==> src/rtl/ptw_pkg.sv <==
package ptw_pkg;

    typedef enum logic [2:0] {
        FLT_NONE = 3'd0,
        FLT_ACV  = 3'd1,
        FLT_TNV  = 3'd2,
        FLT_FOR  = 3'd3,
        FLT_FOW  = 3'd4,
        FLT_FOE  = 3'd5
    } fault_e;

    typedef enum logic [1:0] {
        ST_IDLE,
        ST_LVL1,
        ST_LVL2,
        ST_LVL3
    } walk_st_e;

    typedef struct packed {
        logic [63:0] pa;
        logic [2:0]  prot;
        fault_e      fault;
    } walk_res_t;

    // entry bit positions
    localparam int PTE_V       = 0;
    localparam int PTE_FO_LO   = 1;
    localparam int PTE_RD_BASE = 8;
    localparam int PTE_WR_BASE = 12;

    // superpage window and remap
    localparam int         SP_LOW_BITS  = 40;
    localparam int         SP_MOVED_BIT = 43;
    localparam int         SP_SEL_LO    = 41;
    localparam logic [1:0] SP_SEL_VAL   = 2'b10;

    localparam logic [2:0] PROT_ALL = 3'b111;

    function automatic logic [63:0] entry_addr(logic [63:0] base, logic [63:0] idx);
        return base + (idx << 3);
    endfunction

    function automatic logic [63:0] frame_of(logic [63:0] pte, int pbits);
        return {32'b0, pte[63:32]} << pbits;
    endfunction

    function automatic walk_res_t make_result(fault_e f, logic [2:0] p, logic [63:0] a);
        walk_res_t r;
        r.fault = f;
        r.prot  = (f == FLT_NONE) ? p : 3'b0;
        r.pa    = (f == FLT_NONE) ? a : 64'b0;
        return r;
    endfunction

endpackage

==> src/rtl/ptw_va_screen.sv <==
module ptw_va_screen
    import ptw_pkg::*;
#(
    parameter int VA_BITS = 43
) (
    input  logic [63:0] va,
    output logic        canon,
    output logic        is_super,
    output logic [63:0] super_pa
);
    localparam int HI_W = 64 - VA_BITS;

    logic [HI_W-1:0] hi;

    always_comb begin
        hi       = va[63:VA_BITS];
        canon    = (hi == '0) || (hi == '1);
        is_super = va[63] && (va[SP_SEL_LO+1:SP_SEL_LO] == SP_SEL_VAL);
        super_pa = 64'(va[SP_LOW_BITS-1:0])
                 | (64'(va[SP_LOW_BITS]) << SP_MOVED_BIT);
    end
endmodule

==> src/rtl/ptw_leaf_perm.sv <==
module ptw_leaf_perm
    import ptw_pkg::*;
#(
    parameter int MODE_BITS = 2
) (
    input  logic [15:0]          pte,
    input  logic [2:0]           need,
    input  logic [MODE_BITS-1:0] mode,
    output logic [2:0]           prot,
    output fault_e               fault
);
    localparam int NMODES = 1 << MODE_BITS;

    logic [NMODES-1:0] rd_en, wr_en;
    logic [2:0]        granted, kept;
    logic              unused_mid;

    assign unused_mid = ^pte[7:4];

    always_comb begin
        rd_en   = pte[PTE_RD_BASE +: NMODES];
        wr_en   = pte[PTE_WR_BASE +: NMODES];
        granted = {rd_en[mode], wr_en[mode], rd_en[mode]};
        kept    = granted & ~pte[PTE_FO_LO +: 3];
        prot    = kept;
        fault   = FLT_NONE;
        if (!pte[PTE_V]) begin
            fault = FLT_TNV;
        end else if ((need != 3'b0) && ((granted & need) == 3'b0)) begin
            fault = FLT_ACV;
        end else if ((need != 3'b0) && ((kept & need) == 3'b0)) begin
            if (need[2])      fault = FLT_FOE;
            else if (need[1]) fault = FLT_FOW;
            else              fault = FLT_FOR;
        end
    end
endmodule

==> src/rtl/ptw_walker.sv <==
module ptw_walker
    import ptw_pkg::*;
#(
    parameter int VA_BITS   = 43,
    parameter int PAGE_BITS = 13,
    parameter int IDX_BITS  = 10,
    parameter int MODE_BITS = 2
) (
    input  logic                 clk,
    input  logic                 rst,
    input  logic                 req_valid,
    input  logic [63:0]          req_va,
    input  logic [63:0]          req_ptbr,
    input  logic [2:0]           req_need,
    input  logic [MODE_BITS-1:0] req_mode,
    output logic                 mem_req,
    output logic [63:0]          mem_addr,
    input  logic                 mem_rvalid,
    input  logic [63:0]          mem_rdata,
    output logic                 done,
    output logic [63:0]          phys_addr,
    output logic [2:0]           prot,
    output logic [2:0]           fault
);
    localparam int          SH_L1    = PAGE_BITS + 2 * IDX_BITS;
    localparam int          SH_L2    = PAGE_BITS + IDX_BITS;
    localparam int          SH_L3    = PAGE_BITS;
    localparam logic [63:0] IDX_MASK = (64'd1 << IDX_BITS) - 64'd1;
    localparam logic [63:0] OFF_MASK = (64'd1 << PAGE_BITS) - 64'd1;

    walk_st_e              st;
    logic [63:0]           va_q, addr_q;
    logic [2:0]            need_q;
    logic [MODE_BITS-1:0]  mode_q;
    walk_res_t             res_q;
    logic                  done_q;

    logic                  canon, is_super;
    logic [63:0]           super_pa;
    logic [2:0]            leaf_prot;
    fault_e                leaf_fault;
    logic [63:0]           idx_l1, idx_l2, idx_l3;
    logic                  unused_data;

    assign unused_data = ^mem_rdata[31:16];

    ptw_va_screen #(.VA_BITS(VA_BITS)) u_screen (
        .va       (req_va),
        .canon    (canon),
        .is_super (is_super),
        .super_pa (super_pa)
    );

    ptw_leaf_perm #(.MODE_BITS(MODE_BITS)) u_leaf (
        .pte   (mem_rdata[15:0]),
        .need  (need_q),
        .mode  (mode_q),
        .prot  (leaf_prot),
        .fault (leaf_fault)
    );

    always_comb begin
        idx_l1 = (req_va >> SH_L1) & IDX_MASK;
        idx_l2 = (va_q   >> SH_L2) & IDX_MASK;
        idx_l3 = (va_q   >> SH_L3) & IDX_MASK;
    end

    always_ff @(posedge clk) begin
        if (rst) begin
            st     <= ST_IDLE;
            va_q   <= '0;
            addr_q <= '0;
            need_q <= '0;
            mode_q <= '0;
            res_q  <= '0;
            done_q <= 1'b0;
        end else begin
            done_q <= 1'b0;
            unique case (st)
                ST_IDLE: begin
                    if (req_valid) begin
                        va_q   <= req_va;
                        need_q <= req_need;
                        mode_q <= req_mode;
                        if (!canon) begin
                            res_q  <= make_result(FLT_ACV, 3'b0, 64'b0);
                            done_q <= 1'b1;
                        end else if (is_super) begin
                            res_q  <= make_result((req_mode == '0) ? FLT_NONE : FLT_ACV,
                                                  PROT_ALL, super_pa);
                            done_q <= 1'b1;
                        end else begin
                            addr_q <= entry_addr(req_ptbr, idx_l1);
                            st     <= ST_LVL1;
                        end
                    end
                end
                ST_LVL1, ST_LVL2: begin
                    if (mem_rvalid) begin
                        if (!mem_rdata[PTE_V]) begin
                            res_q  <= make_result(FLT_TNV, 3'b0, 64'b0);
                            done_q <= 1'b1;
                            st     <= ST_IDLE;
                        end else if (!mem_rdata[PTE_RD_BASE]) begin
                            res_q  <= make_result(FLT_ACV, 3'b0, 64'b0);
                            done_q <= 1'b1;
                            st     <= ST_IDLE;
                        end else begin
                            addr_q <= entry_addr(frame_of(mem_rdata, PAGE_BITS),
                                                 (st == ST_LVL1) ? idx_l2 : idx_l3);
                            st     <= (st == ST_LVL1) ? ST_LVL2 : ST_LVL3;
                        end
                    end
                end
                ST_LVL3: begin
                    if (mem_rvalid) begin
                        res_q  <= make_result(leaf_fault, leaf_prot,
                                              frame_of(mem_rdata, PAGE_BITS) | (va_q & OFF_MASK));
                        done_q <= 1'b1;
                        st     <= ST_IDLE;
                    end
                end
                default: st <= ST_IDLE;
            endcase
        end
    end

    assign mem_req   = (st != ST_IDLE);
    assign mem_addr  = addr_q;
    assign done      = done_q;
    assign phys_addr = res_q.pa;
    assign prot      = res_q.prot;
    assign fault     = res_q.fault;


    done_pulse_chk: assert property (@(posedge clk) disable iff (rst)
        done |=> !done);


    req_hold_chk: assert property (@(posedge clk) disable iff (rst)
        (mem_req && !mem_rvalid) |=> (mem_req && $stable(mem_addr)));


    fault_zero_chk: assert property (@(posedge clk) disable iff (rst)
        (done && fault != 3'd0) |-> (phys_addr == 64'b0 && prot == 3'b0));


    foe_need_chk: assert property (@(posedge clk) disable iff (rst)
        (done && fault == 3'd5) |-> need_q[2]);


    noncanon_fast_chk: assert property (@(posedge clk) disable iff (rst)
        (req_valid && !mem_req && !canon) |=> (done && fault == 3'd1 && !mem_req));


    super_user_chk: assert property (@(posedge clk) disable iff (rst)
        (req_valid && !mem_req && canon && is_super && req_mode != '0)
            |=> (done && fault == 3'd1 && !mem_req));
endmodule

==> config.mk <==
export PLATFORM = sky130hd
export DESIGN_NAME = ptw_walker
export DESIGN_NICKNAME = d
export VERILOG_FILES = /design/src/rtl/ptw_pkg.sv /design/src/rtl/ptw_va_screen.sv /design/src/rtl/ptw_leaf_perm.sv /design/src/rtl/ptw_walker.sv
export SDC_FILE = /design/constraint.sdc
export NUM_CORES = 1
export LEC_CHECK = 0
export BUFFER_PORTS_ARGS = -buffer_cell sky130_fd_sc_hd__buf_2
export CAP_MARGIN = 15
export CORE_ASPECT_RATIO = 1.4
export CORE_MARGIN = 1.5
export CORE_UTILIZATION = 31
export CTS_BUF_LIST = sky130_fd_sc_hd__clkbuf_8
export DETAILED_ROUTE_END_ITERATION = 6
export MAX_ROUTING_LAYER = met4
export PLACE_DENSITY_LB_ADDON = 0.25
export SETUP_SLACK_MARGIN = 0.5
export SYNTH_ARGS = -nofsm -noshare
export SYNTH_HDL_FRONTEND = slang
export SYNTH_SLANG_ARGS = --single-unit
==> constraint.sdc <==
create_clock -name clk -period 2.25 [get_ports clk]
set_input_delay 0 -clock clk [delete_from_list [all_inputs] [get_ports clk]]
set_output_delay 0 -clock clk [all_outputs]
set_load 0.05 [all_outputs]
# [Yosys cells after proc, flatten, opt, wreduce, memory -nomap -nowiden]
# Cells that the tools add are included.
[word_totals] register_bits=175 inputBits=201 wordCells=98
[classes] addsub=2 order_cmp=1 n_eq_ne=14 muxes=47 bitwise=6 n_reduce_logical=19
[op_table] op="$mux W70" count=7
[op_table] op="$mux W64" count=7
[op_table] op="$pmux W70 S3" count=1
[op_table] op="$pmux W64 S2" count=1
[op_table] op="$add A64 B13 Y64" count=1
[op_table] op="$add A45 B13 Y46" count=1
[op_table] op="$mux W45" count=1
[op_table] op="$or A45 B13 Y45" count=1
[op_table] op="$or A40 B44 Y44" count=1
[op_table] op="$eq A21 B21 Y1 const B" count=1
[op_table] op="$logic_not A21 Y1" count=1
[op_table] op="$mux W3" count=7
[op_table] op="$mux W2" count=7
[op_table] op="$ne A2 B2 Y1 const B" count=7
[op_table] op="$logic_not A3 Y1" count=4
[op_table] op="$mux W1" count=11
[op_table] op="$mux W10" count=1
[op_table] op="$reduce_and A5 Y1" count=2
[op_table] op="$and A3 B3 Y3" count=3
[op_table] op="$reduce_and A7 Y1" count=1
[op_table] op="$eq A2 B2 Y1 const B" count=3
[op_table] op="$ne A3 B3 Y1 const B" count=2
[op_table] op="$pmux W2 S3" count=1
[op_table] op="$bmux W1 S2" count=2
[op_table] op="11 further kinds" count=15

# [Longest topological paths before layout]
[depth] word_depth=13 mapped_depth=11 mapped_depth_nobuf=9

# [By module]
# From an unflattened synthesis, not the netlist that was laid out.
[unflattened] cells_unflattened=1169 area_unflattened_um2=9213.8
[modules_own_cells] module="ptw_walker" instances=1 cells_per_inst=1059 area_each_um2=8390.5
[modules_own_cells] module="ptw_va_screen" instances=1 cells_per_inst=82 area_each_um2=604.3
[modules_own_cells] module="ptw_leaf_perm" instances=1 cells_per_inst=28 area_each_um2=219.0

# [Worst setup path before layout]
# OpenSTA, ideal clock, no wires.
[synth_path] kind="flip-flop to flip-flop" start="reg st[0]" end="reg addr_q[44] (netlist: mem_addr[44])" arrival_ps=2242 required_time_ps=2171 setup_slack_ps=-71 stages_incl_launch_ff=12 n_path_buf=3 path_cell_list="dfxtp_1 -> inv_1 -> ha_1 -> clkbuf_1 -> inv_1 -> o21ai_0 -> nand2_1 -> o21a_1 -> clkbuf_1 -> clkbuf_1 -> nand3b_1 -> o211ai_1"
[synth_via] elab_chain_cells=7
[synth_rtl] item="from (decl)" line_no="ptw_walker.sv:31" text="walk_st_e st;"
[synth_rtl] item="from (signal assigned)" line_no="ptw_walker.sv:111" text="st <= (st == ST_LVL1) ? ST_LVL2 : ST_LVL3;"
[synth_rtl] item="$eq A2 B1 Y1" line_no="ptw_walker.sv:79, ptw_walker.sv:110"
[synth_rtl] item="$mux W10" line_no="ptw_walker.sv:110" text="(st == ST_LVL1) ? idx_l2 : idx_l3);"
[synth_rtl] item="$add A45 B13 Y46" line_no="ptw_pkg.sv:40" text="return base + (idx << 3);"
[synth_rtl] item="$mux W64" line_no="ptw_walker.sv:104" text="end else if (!mem_rdata[PTE_RD_BASE]) begin"
[synth_rtl] item="$mux W64" line_no="ptw_walker.sv:100" text="if (!mem_rdata[PTE_V]) begin"
[synth_rtl] item="$mux W64" line_no="ptw_walker.sv:99" text="if (mem_rvalid) begin"
[synth_rtl] item="$pmux W64 S2" line_no="ptw_walker.sv:79" text="unique case (st)"
[synth_rtl] item="to (signal assigned)" line_no="ptw_walker.sv:93" text="addr_q <= entry_addr(req_ptbr, idx_l1);"
[synth_rtl] item="to (signal assigned)" line_no="ptw_walker.sv:109" text="addr_q <= entry_addr(frame_of(mem_rdata, PAGE_BITS),"
[synth_rtl] item="to (decl)" line_no="ptw_walker.sv:32" text="logic [63:0] va_q, addr_q;"
# Parallel ways exist; a longest one is shown, timed or not. The select of a mux whose other input is x is not followed.
# A chain may end at the register's enable or synchronous reset.

# [Worst setup path in the final report]
[layout_path] start="reg mode_q[0]" end="reg res_q (netlist bit phys_addr[12])"
[layout_via] elab_chain_cells=13
[layout_rtl] item="from (decl)" line_no="ptw_walker.sv:34" text="logic [MODE_BITS-1:0] mode_q;"
[layout_rtl] item="from (signal assigned)" line_no="ptw_walker.sv:84" text="mode_q <= req_mode;"
[layout_rtl] item="$bmux W1 S2" line_no="ptw_leaf_perm.sv:23" text="granted = {rd_en[mode], wr_en[mode], rd_en[mode]};"
[layout_rtl] item="$mux W1 (implied by the code)" line_no="ptw_leaf_perm.sv:23"
[layout_rtl] item="$and A3 B3 Y3" line_no="ptw_leaf_perm.sv:24" text="kept = granted & ~pte[PTE_FO_LO +: 3];"
[layout_rtl] item="$and A3 B3 Y3" line_no="ptw_leaf_perm.sv:31" text="end else if ((need != 3'b0) && ((kept & need) == 3'b0)) begin"
[layout_rtl] item="$logic_not A3 Y1" line_no="ptw_leaf_perm.sv:31"
[layout_rtl] item="$logic_and A1 B1 Y1" line_no="ptw_leaf_perm.sv:31"
[layout_rtl] item="$mux W3" line_no="ptw_leaf_perm.sv:31"
[layout_rtl] item="$mux W3 (*)" line_no="ptw_leaf_perm.sv:29" text="end else if ((need != 3'b0) && ((granted & need) == 3'b0)) begin"
[layout_rtl] item="$mux W3 (*)" line_no="ptw_leaf_perm.sv:27" text="if (!pte[PTE_V]) begin"
[layout_rtl] item="$logic_not A3 Y1 (*)" line_no="ptw_pkg.sv:51" text="r.pa = (f == FLT_NONE) ? a : 64'b0;"
[layout_rtl] item="$mux W45 (*)" line_no="ptw_pkg.sv:51"
[layout_rtl] item="$mux W70 (*)" line_no="ptw_walker.sv:116" text="if (mem_rvalid) begin"
[layout_rtl] item="$pmux W70 S3 (*)" line_no="ptw_walker.sv:79"
[layout_rtl] item="to (signal assigned)" line_no="ptw_walker.sv:86" text="res_q <= make_result(FLT_ACV, 3'b0, 64'b0);"
[layout_rtl] item="to (signal assigned)" line_no="ptw_walker.sv:89" text="res_q <= make_result((req_mode == '0) ? FLT_NONE : FLT_ACV,"
[layout_rtl] item="to (signal assigned)" line_no="ptw_walker.sv:117" text="res_q <= make_result(leaf_fault, leaf_prot,"
[layout_rtl] item="to (decl)" line_no="ptw_walker.sv:35" text="walk_res_t res_q;"
# Every way passes the cells marked *; elsewhere a longest branch is shown, timed or not. The select of a mux whose other input is x is not followed.

==> flow_summary.ini <==
[drt]
wl_per_cell_um = 20.41
drtIter0Drc = 603
wl_mm = 35.94
drc = 0
dr_total_vias = 9180
first_pass_iters = 5
vias_per_cell = 5.213
antenna_left = 0

[floorplan]
chipWidth_um = 139.0
rows = 69
start_util = 0.3162
ioPinCount = 337
die_area_sq_um = 26880
die_h_um = 193.4
coreArea_sq_um = 25380

[synthesis]
yosys_warnings = 0
async_flop_share = 0
synthCells = 931
ys_top_cells_by_count = dfxtp_1 (156), nand2_1 (130), a21oi_1 (68)
ys_seq_area_frac = 0.3891
netlist_area_sq_um = 8026
synth_most_common_cell = dfxtp_1
synth_edf_count = 0
avgSynthCellArea_sq_um = 8.621
ys_top_cells_by_area = dfxtp_1 (39%), nand2_1 (6.1%), a221o_1 (5.5%), and3_1 (4.3%), a21oi_1 (4.2%)
ys_ff_latch = 156
yosysUniqueCellTypes = 63
synth.top_cell.area_share = 0.3891
synth_flop_cell = dfxtp_1
yosysTopAreaCell = dfxtp_1

[cells_and_area]
fill_cells = 2398
nets = 1642
syn_to_final_growth_pct = 65.64
drive_above_1_share = 0.3864
regArea_sq_um = 3129
multi_input_area_sq_um = 5140

[grt]
grt_max_degree = 50
grt-ovfl-total = 0
antenna_found_initial = 3
track_usage = 0.2560
grt_pass1_wl_mm = 51.83
grt_pass1_vias = 9403

[critical_path]
crit_fanout = 11
reg2regPathDepth = 7
crit_chain = mux4_2 -> a221o_1 -> nor3b_4 -> nand2_2 -> nor2_4 -> buf_12 -> a221o_1
critical_path_class = flop to flop
regToRegStartpoint = mode_q[0]
critical_path_required_ns = 2.63
cpMaxStageDelayCell = mux4_2
crit_buf_inv = 1
path_depth = 7
rrSetupSlack_ns = -0.007
worst_setup_path_start_kind = flop
crit_path_end_kind = flop
arrival_ns = 2.63
cpPeakStageDelay_ns = 0.50
path_delay_family = compound AO/OA/AOI/OAI gates
reg2reg_to = phys_addr[12]
crit_top_cell = a221o_1

[hold_path]
min_path_type = input port to flop
whs_path_depth = 4
hold_start = req_ptbr[36]
whs_endpoint = mem_addr[36]

[timing]
period_share = 1.003
tightestPinTransition_ns = 0.6132
setup_slack_ns = -0.006682
setup_violations = 4
fin_crit_ns = 2.257
hold_violations = 0
grt_setup_unrepaired = true
slew_headroom = 0.5881
hold_slack_ns = 0.02196
fmax_mhz = 443.1
slew_viol_final = 0
clock_skew_ns = 0.01275

[power]
p_per_area_nw_per_um2 = 505.2
report.power.total_mw = 6.717
ir_drop_mv = 0.3656
leakage_nw = 5.715

[clock_network]
cts_root_buf = clkbuf_8
tritoncts = yes
numCtsBuffers = 17
clkSlewWorstSetupHoldPaths_ns = 0.09
insertion_delay_ns = 0.49
cts.sinks = 156
ctsHtreeMaxLevel = 4
cts_buffer_depth = 2

[outcome]
violations = negative setup slack
outcome = complete, but fails checks

[place]
place.gp.congestion = 0.8685
io_buffers = 297
dp.final_hpwl_mm = 23.34

[job]
cap_violations = 0
layout make-up:
type                    instances  area share
flip-flops and latches        156      0.2354
diodes                          3   0.0005647
well taps                     319     0.03002
multi-input cells             697      0.3866
repair buffers                542      0.3131
clock buffers                  17     0.01760
inverters                      13    0.003953
clock inverters                14     0.01280
sequential cells by signal, indices dropped and copies added, names as in the netlist:
signal     flops
st             2
va_q          33
need_q         3
fault          3
mode_q         2
prot           3
phys_addr     45
mem_addr      64
done           1
worst min-delay path, delay by kind of cell:
kind | cells | cell delay, ns
AO/OA/AOI/OAI | 2 | 0.28
buffers and inverters | 1 | 0.13
AND/OR/NAND/NOR | 1 | 0.07
worst max-delay path by stage:
stage                     startpoint             to  slack (ns)
after floorplan                st[0]   mem_addr[32]        0.07
after global placement    req_va[63]   mem_addr[28]       -0.11
after detailed placement  req_va[63]   mem_addr[20]       -0.17
after CTS                  mode_q[0]  phys_addr[20]      -0.004
after global routing       mode_q[0]   phys_addr[2]       -0.04
final                      mode_q[0]  phys_addr[12]      -0.007
stage by stage:
| step | utilization | TNS [ns] | std cells | instance area [sq um] | worst slack (ns) |
|---|---|---|---|---|---|
| after floorplan | - | 0 | 949 | 8458 | 0.07001 |
| after global placement | 0.4151 | -4.887 | 1555 | 10540 | -0.1144 |
| after detailed placement | 0.4151 | -9.352 | 1555 | 10540 | -0.1716 |
| after CTS | 0.5096 | -0.003602 | 1745 | 12930 | -0.003566 |
| after global routing | 0.5238 | -0.9268 | 1761 | 13300 | -0.04496 |
| final | 0.5238 | -0.01317 | 1761 | 13300 | -0.006682 |
layout by cell type, fill, tap and decap left out, types with 19 or more instances in the layout:
cell and count:
a21oi_1 64, a221o_1 44, and3_1 26, and3_4 29, buf_2 296, buf_4 65, conb_1 19, dfxtp_1 153
dlygate4sd3_1 136, nand2_1 124, nand3_1 27, nor2_1 31, o211ai_1 28, xnor2_1 31, xor2_1 26
per-layer routing:
metal	track usage	up-vias	routed length (um)	part of all wire
li1	-	4382	-	-
met1	0.2699	4406	13630	0.38
met2	0.4745	319	19480	0.54
met3	0.04629	73	1734	0.048
met4	0.08835	0	1096	0.030
met5	-	-	0	0
report_power, final:
part	total, mW	internal (mW)	switching [mW]	leakage (nW)
sequential	2.86	2.82	0.0386	1.27
clock	2.28	1.10	1.18	0.205
combinational	1.58	0.712	0.867	4.24
total	6.72	4.63	2.09	5.71
repair_timing:
item,in CTS,in global routing
pin swaps,32,50
setup buffers,17,3
gates resized for setup,71,29
gates cloned,6,10
endpoints found under the hold margin,149,0
setup endpoints to repair,142,153
hold buffers,136,0
kinds of logic after synthesis:
group | share of synthesized area
flops | 0.3891
other cells | 0.0004672
simple gates | 0.2309
compound gates | 0.2159
buf+inv | 0.05690
mux | 0.02182
xor+xnor | 0.06220
fa+ha+maj | 0.02276
(Power assumes the default switching activity.)
